--- src/rtl/gk_pkg.sv ---
package gk_pkg;
    localparam int ADDR_W   = 12;
    localparam int DATA_W   = 32;
    localparam int ID_WORDS = 12;
    localparam int IDX_W    = $clog2(ID_WORDS);

    localparam logic [ADDR_W-1:0] OFS_FNSEL  = 12'h420;
    localparam logic [ADDR_W-1:0] OFS_KEY    = 12'h520;
    localparam logic [ADDR_W-1:0] OFS_MASK   = 12'h524;
    localparam logic [ADDR_W-1:0] OFS_IDBASE = 12'hFD0;
    localparam logic [DATA_W-1:0] UNLOCK_KEY = 32'h0ACC_E551;

    typedef enum logic [2:0] {
        SEL_NONE,
        SEL_FN,
        SEL_KEY,
        SEL_MASK,
        SEL_ID
    } sel_e;

    typedef struct packed {
        logic [DATA_W-1:0] rdata;
        logic              err;
    } rsp_t;

    function automatic sel_e decode_sel(input logic [ADDR_W-1:0] a);
        if (a[1:0] != 2'b00)  return SEL_NONE;
        if (a == OFS_FNSEL)   return SEL_FN;
        if (a == OFS_KEY)     return SEL_KEY;
        if (a == OFS_MASK)    return SEL_MASK;
        if (a >= OFS_IDBASE)  return SEL_ID;
        return SEL_NONE;
    endfunction

    function automatic logic [IDX_W-1:0] id_index(input logic [ADDR_W-3:0] word);
        return IDX_W'(word - (ADDR_W-2)'(OFS_IDBASE >> 2));
    endfunction
endpackage

--- src/rtl/gk_decode.sv ---
module gk_decode
    import gk_pkg::*;
(
    input  logic              req,
    input  logic              wr,
    input  logic [ADDR_W-1:0] addr,
    output sel_e              sel,
    output logic [IDX_W-1:0]  idx,
    output logic              wr_fn,
    output logic              wr_key,
    output logic              wr_mask
);
    always_comb begin
        sel     = decode_sel(addr);
        idx     = id_index(addr[ADDR_W-1:2]);
        wr_fn   = req && wr && (sel == SEL_FN);
        wr_key  = req && wr && (sel == SEL_KEY);
        wr_mask = req && wr && (sel == SEL_MASK);
    end
endmodule

--- src/rtl/gk_lock_ctrl.sv ---
module gk_lock_ctrl
    import gk_pkg::*;
#(
    parameter int FN_W = 8
) (
    input  logic              clk,
    input  logic              rst,
    input  logic              wr_key,
    input  logic              wr_mask,
    input  logic [DATA_W-1:0] wdata,
    output logic              locked,
    output logic [FN_W-1:0]   mask
);
    always_ff @(posedge clk) begin
        if (rst) begin
            locked <= 1'b1;
            mask   <= '1;
        end else begin
            if (wr_key)
                locked <= (wdata != UNLOCK_KEY);
            if (wr_mask && !locked)
                mask <= wdata[FN_W-1:0];
        end
    end
endmodule

--- src/rtl/gk_fn_reg.sv ---
module gk_fn_reg #(
    parameter int FN_W = 8
) (
    input  logic            clk,
    input  logic            rst,
    input  logic            wr_fn,
    input  logic [FN_W-1:0] wbits,
    input  logic [FN_W-1:0] mask,
    output logic [FN_W-1:0] fn
);
    logic [FN_W-1:0] fn_next;

    for (genvar g = 0; g < FN_W; g++) begin : g_bit
        assign fn_next[g] = mask[g] ? wbits[g] : fn[g];
    end

    always_ff @(posedge clk) begin
        if (rst)
            fn <= '0;
        else if (wr_fn)
            fn <= fn_next;
    end
endmodule

--- src/rtl/gk_id_rom.sv ---
module gk_id_rom
    import gk_pkg::*;
#(
    parameter logic [8*ID_WORDS-1:0] ID_TABLE = '0
) (
    input  logic [IDX_W-1:0] idx,
    output logic [7:0]       id_byte
);
    logic [7:0] rom [ID_WORDS];

    for (genvar g = 0; g < ID_WORDS; g++) begin : g_entry
        assign rom[g] = ID_TABLE[8*g +: 8];
    end

    always_comb begin
        id_byte = 8'h00;
        for (int i = 0; i < ID_WORDS; i++)
            if (idx == IDX_W'(i))
                id_byte = rom[i];
    end
endmodule

--- src/rtl/keyed_fnsel_guard.sv ---
module keyed_fnsel_guard
    import gk_pkg::*;
#(
    parameter int                    FN_W     = 8,
    parameter logic [8*ID_WORDS-1:0] ID_TABLE = 96'hB1_05_F0_0D_00_24_19_7C_00_00_00_00
) (
    input  logic              clk,
    input  logic              rst,
    input  logic              req,
    input  logic              wr,
    input  logic [ADDR_W-1:0] addr,
    input  logic [DATA_W-1:0] wdata,
    output logic [DATA_W-1:0] rdata,
    output logic              err,
    output logic [FN_W-1:0]   fn_out
);
    sel_e             sel;
    logic [IDX_W-1:0] idx;
    logic             wr_fn, wr_key, wr_mask;
    logic             lock_q;
    logic [FN_W-1:0]  mask_q;
    logic [7:0]       id_byte;
    logic [DATA_W-1:0] rd_mux;
    rsp_t             rsp_q;

    gk_decode u_dec (
        .req(req), .wr(wr), .addr(addr), .sel(sel), .idx(idx),
        .wr_fn(wr_fn), .wr_key(wr_key), .wr_mask(wr_mask)
    );

    gk_lock_ctrl #(.FN_W(FN_W)) u_lock (
        .clk(clk), .rst(rst), .wr_key(wr_key), .wr_mask(wr_mask),
        .wdata(wdata), .locked(lock_q), .mask(mask_q)
    );

    gk_fn_reg #(.FN_W(FN_W)) u_fn (
        .clk(clk), .rst(rst), .wr_fn(wr_fn), .wbits(wdata[FN_W-1:0]),
        .mask(mask_q), .fn(fn_out)
    );

    gk_id_rom #(.ID_TABLE(ID_TABLE)) u_id (
        .idx(idx), .id_byte(id_byte)
    );

    always_comb begin
        case (sel)
            SEL_FN:   rd_mux = DATA_W'(fn_out);
            SEL_KEY:  rd_mux = DATA_W'(lock_q);
            SEL_MASK: rd_mux = DATA_W'(mask_q);
            SEL_ID:   rd_mux = DATA_W'(id_byte);
            default:  rd_mux = '0;
        endcase
    end

    always_ff @(posedge clk) begin
        if (rst) begin
            rsp_q <= '0;
        end else begin
            rsp_q.err <= req && (sel == SEL_NONE);
            if (req)
                rsp_q.rdata <= wr ? '0 : rd_mux;
        end
    end

    assign rdata = rsp_q.rdata;
    assign err   = rsp_q.err;
endmodule

--- config.mk ---
export PLATFORM = sky130hd
export DESIGN_NAME = keyed_fnsel_guard
export DESIGN_NICKNAME = d
export VERILOG_FILES = /design/src/rtl/gk_pkg.sv /design/src/rtl/gk_decode.sv /design/src/rtl/gk_lock_ctrl.sv /design/src/rtl/gk_fn_reg.sv /design/src/rtl/gk_id_rom.sv /design/src/rtl/keyed_fnsel_guard.sv
export SDC_FILE = /design/constraint.sdc
export NUM_CORES = 1
export LEC_CHECK = 0
export CAP_MARGIN = 20
export CELL_PAD_IN_SITES_DETAIL_PLACEMENT = 0
export CELL_PAD_IN_SITES_GLOBAL_PLACEMENT = 2
export CORE_UTILIZATION = 35
export DETAILED_ROUTE_END_ITERATION = 8
export DONT_BUFFER_PORTS = 1
export PLACE_DENSITY = 0.87
export SLEW_MARGIN = 20
export SYNTH_ARGS = -nofsm -noshare
export SYNTH_HDL_FRONTEND = slang
export SYNTH_SLANG_ARGS = --single-unit
--- constraint.sdc ---
create_clock -name clk -period 3.2 [get_ports clk]
set_clock_uncertainty 0.1 [all_clocks]
set_input_delay 0.32 -clock clk [delete_from_list [all_inputs] [get_ports clk]]
set_output_delay 0.32 -clock clk [all_outputs]
set_load 0.03 [all_outputs]
==> impl_metrics.toml <==
[pwr]
p_per_area_nw_per_um2 = 418.5
p_leak_uw = 0.0005665
ir_worst_vdd_mv = 0.1389

[clock_network]
clock_latency_ns = 0.27
cts_tree = "yes"
cts_max_level = 1
clock-sinks = 26
post_cts_resized = 0
clockRootBuffer = "clkbuf_8"
numCtsBuffers = 3
clock_path_buffers = 2
clk_transition_reported_paths_ns = 0.09

[global_route]
grt_pass1_wl_um = 6430
grt_util_all_layers = 0.1649
grt_pass1_vias = 1257
grt_max_degree = 16
antenna_found_initial = 0
grt_overflow = 0

[layout]
nNetsFinal = 237
n_antenna_cell = 0
final_util = 0.3718
area_growth_pct = 2.146
drive_above_1_share = 0.06383

[floorplanning]
start_util = 0.3640
die_w_um = 69.06
io_pins = 89
dieHeight_um = 69.06
core_area_um2 = 4324
die_area_um2 = 4769
rows = 24

[critical_path]
r2r_setup_slack_ns = 1.77
crit_arrival_ns = 2.17
critPathLaunchType = "primary input"
rr_endpoint = "rdata[1]"
critPathCapture = "rdata[1]"
crit_path_end_kind = "register"
r2r_start = "u_fn.fn[1]"
critPathMaxFanout = 10
reg2regPathDepth = 3
critPathMaxStageDelay_ns = 0.64
crit_required_ns = 3.31
cpMaxStageDelayCell = "or4_1"
crit_path_start = "addr[4]"
crit_type = "primary input to register"
cp_cell_sequence = "or4_1, or3_1, or4b_1, a21oi_1"

[sta]
hold_violations = 0
fin_crit_ns = 2.063
maxSlewHeadroom = 0.4147
rsz0062_at_grt = "no"
finalCritPeriodShare = 0.6446
maxSlewViolCount = 0
finalSetupViolations = 0
max_freq_ghz = 0.4848
tightest_slew_ns = 0.8699
fin_setup_tns_ns = 0

[outcome]
status = "finished, final reports clean"

[place]
gp_congestion = 0.7500
dpl.hpwl_um = 3121
port_buffers = 0

[logic_synthesis]
synth_flop_cell = "dfxtp_1"
seq_area_frac_synth = 0.3307
synth_top_cell_by_area = "dfxtp_1"
syn_area_per_cell_um2 = 8.198
netlist_area_um2 = 1574
synth_top_area_frac = 0.3307
synth.distinct_cells = 39
synth-seq-cells = 26
synth_cells = 192
yosysWarningCount = 0
ys_async_sr_fraction = 0
synthTopCellsByArea = "dfxtp_1 (33%), buf_4 (11%), o21ai_0 (5.1%), a211o_1 (4.5%), nand2_1 (4.3%)"
synth_edf_count = 0

[drt]
drc = 0
drt_iter0_drc = 118
drt_wl_total_um = 4034
first_pass_iters = 4
routed_wire_length_per_instance_um = 16.81
vias = 1365
antenna_left = 0
routed_via_density = 5.688

[job]
max_cap_viol_count = 0

[worst_hold_path]
hold_path.class = "primary input to register"
sequential cells by signal, summed over array words and instances (netlist names):
register,count
rdata,8
u_fn.fn,8
u_lock.mask,8
err,1
u_lock.locked,1
layout make-up:
class	count	area (um^2)
fill	469	2716
multi-input combinational	151	903.4
sequential	26	520.5
tap	52	65.06
clock buffer	3	41.29
timing repair buffer	5	40.04
clock inverter	1	30.03
inverter	2	7.507
repair_timing:
action,CTS,global route
hold endpoints to repair,8,0
hold buffers,1,0
setup buffers,0,0
metal layers:
layer | up-vias | GRT usage | part of all wire
met4 | 0 | 0.02041 | 0.0032
li1 | 665 | - | -
met1 | 638 | 0.2024 | 0.42
met2 | 60 | 0.2805 | 0.49
met3 | 2 | 0.06287 | 0.083
met5 | - | 0 | 0
how the worst min path moves through the flow:
stage                         startpoint             end  slack, ns  cells after the start
after floorplan           u_lock.mask[1]  u_lock.mask[1]       0.37                      1
after global placement               rst        rdata[1]       0.29                      1
after detailed placement             rst      u_fn.fn[1]       0.30                      1
after CTS                            rst      u_fn.fn[7]      0.002                      1
after global routing                 rst      u_fn.fn[7]      0.004                      1
final                                rst      u_fn.fn[7]       0.01                      1
cell families (layout without fill, tap and decap cells):
| kind of cell | count (synthesis) | in the layout | synth area share |
|---|---|---|---|
| simple gates | 78 | 78 | 0.3037 |
| compound gates | 46 | 46 | 0.1948 |
| buf+inv | 38 | 11 | 0.1502 |
| flops | 26 | 26 | 0.3307 |
| xor+xnor | 2 | 2 | 0.01113 |
| other cells | 1 | 24 | 0.002382 |
| mux | 1 | 1 | 0.007154 |
critical path: cells and delay by family:
family | cells | cell delay [ns]
AND/OR/NAND/NOR | 3 | 1.71
AO/OA/AOI/OAI | 1 | 0.14
cells in the mapped netlist (4+ instances only):
library cell	n
clkbuf_1	8
and3_1	9
a211o_1	8
buf_4	24
nor3_1	4
nand2_1	18
nor4bb_1	6
nor4_1	5
dfxtp_1	26
a222oi_1	5
o21ai_0	16
nand4_1	10
a21oi_1	10
nor2_1	4
where the power goes:
part	internal (uW)	switching (uW)	total, uW
registers	324	1.57	326
logic	16.8	53.9	70.7
clock network	167	109	277
total	508	165	673
metrics by stage:
step / hold WS (ns) / cells / setup slack, ns / instance area, um^2 / total power (uW)
floorplan: 0.3734 / 215 / 0.9593 / 1660 / 425.0
global placement: 0.2936 / 235 / 0.8767 / 1526 / 400.7
detailed placement: 0.2955 / 235 / 0.8502 / 1526 / 400.2
CTS: 0.002388 / 240 / 1.130 / 1608 / 679.0
global route: 0.003718 / 240 / 1.058 / 1608 / 698.0
finish: 0.01264 / 240 / 1.137 / 1608 / 672.9
layout by cell type, fill, tap and decap left out, types with 3 or more instances in the layout:
master	instances
dfxtp_1	26
conb_1	24
nand2_1	18
o21ai_0	16
nand4_1	10
a21oi_1	10
and3_1	9
a211o_1	8
nor4bb_1	6
nor4_1	5
a222oi_1	5
nor2_1	4
nor3_1	4
buf_4	4
nor3b_1	3
nand3_1	3
nand2b_1	3
clkbuf_8	3
No activity file was read; power rests on OpenSTA's default activity.
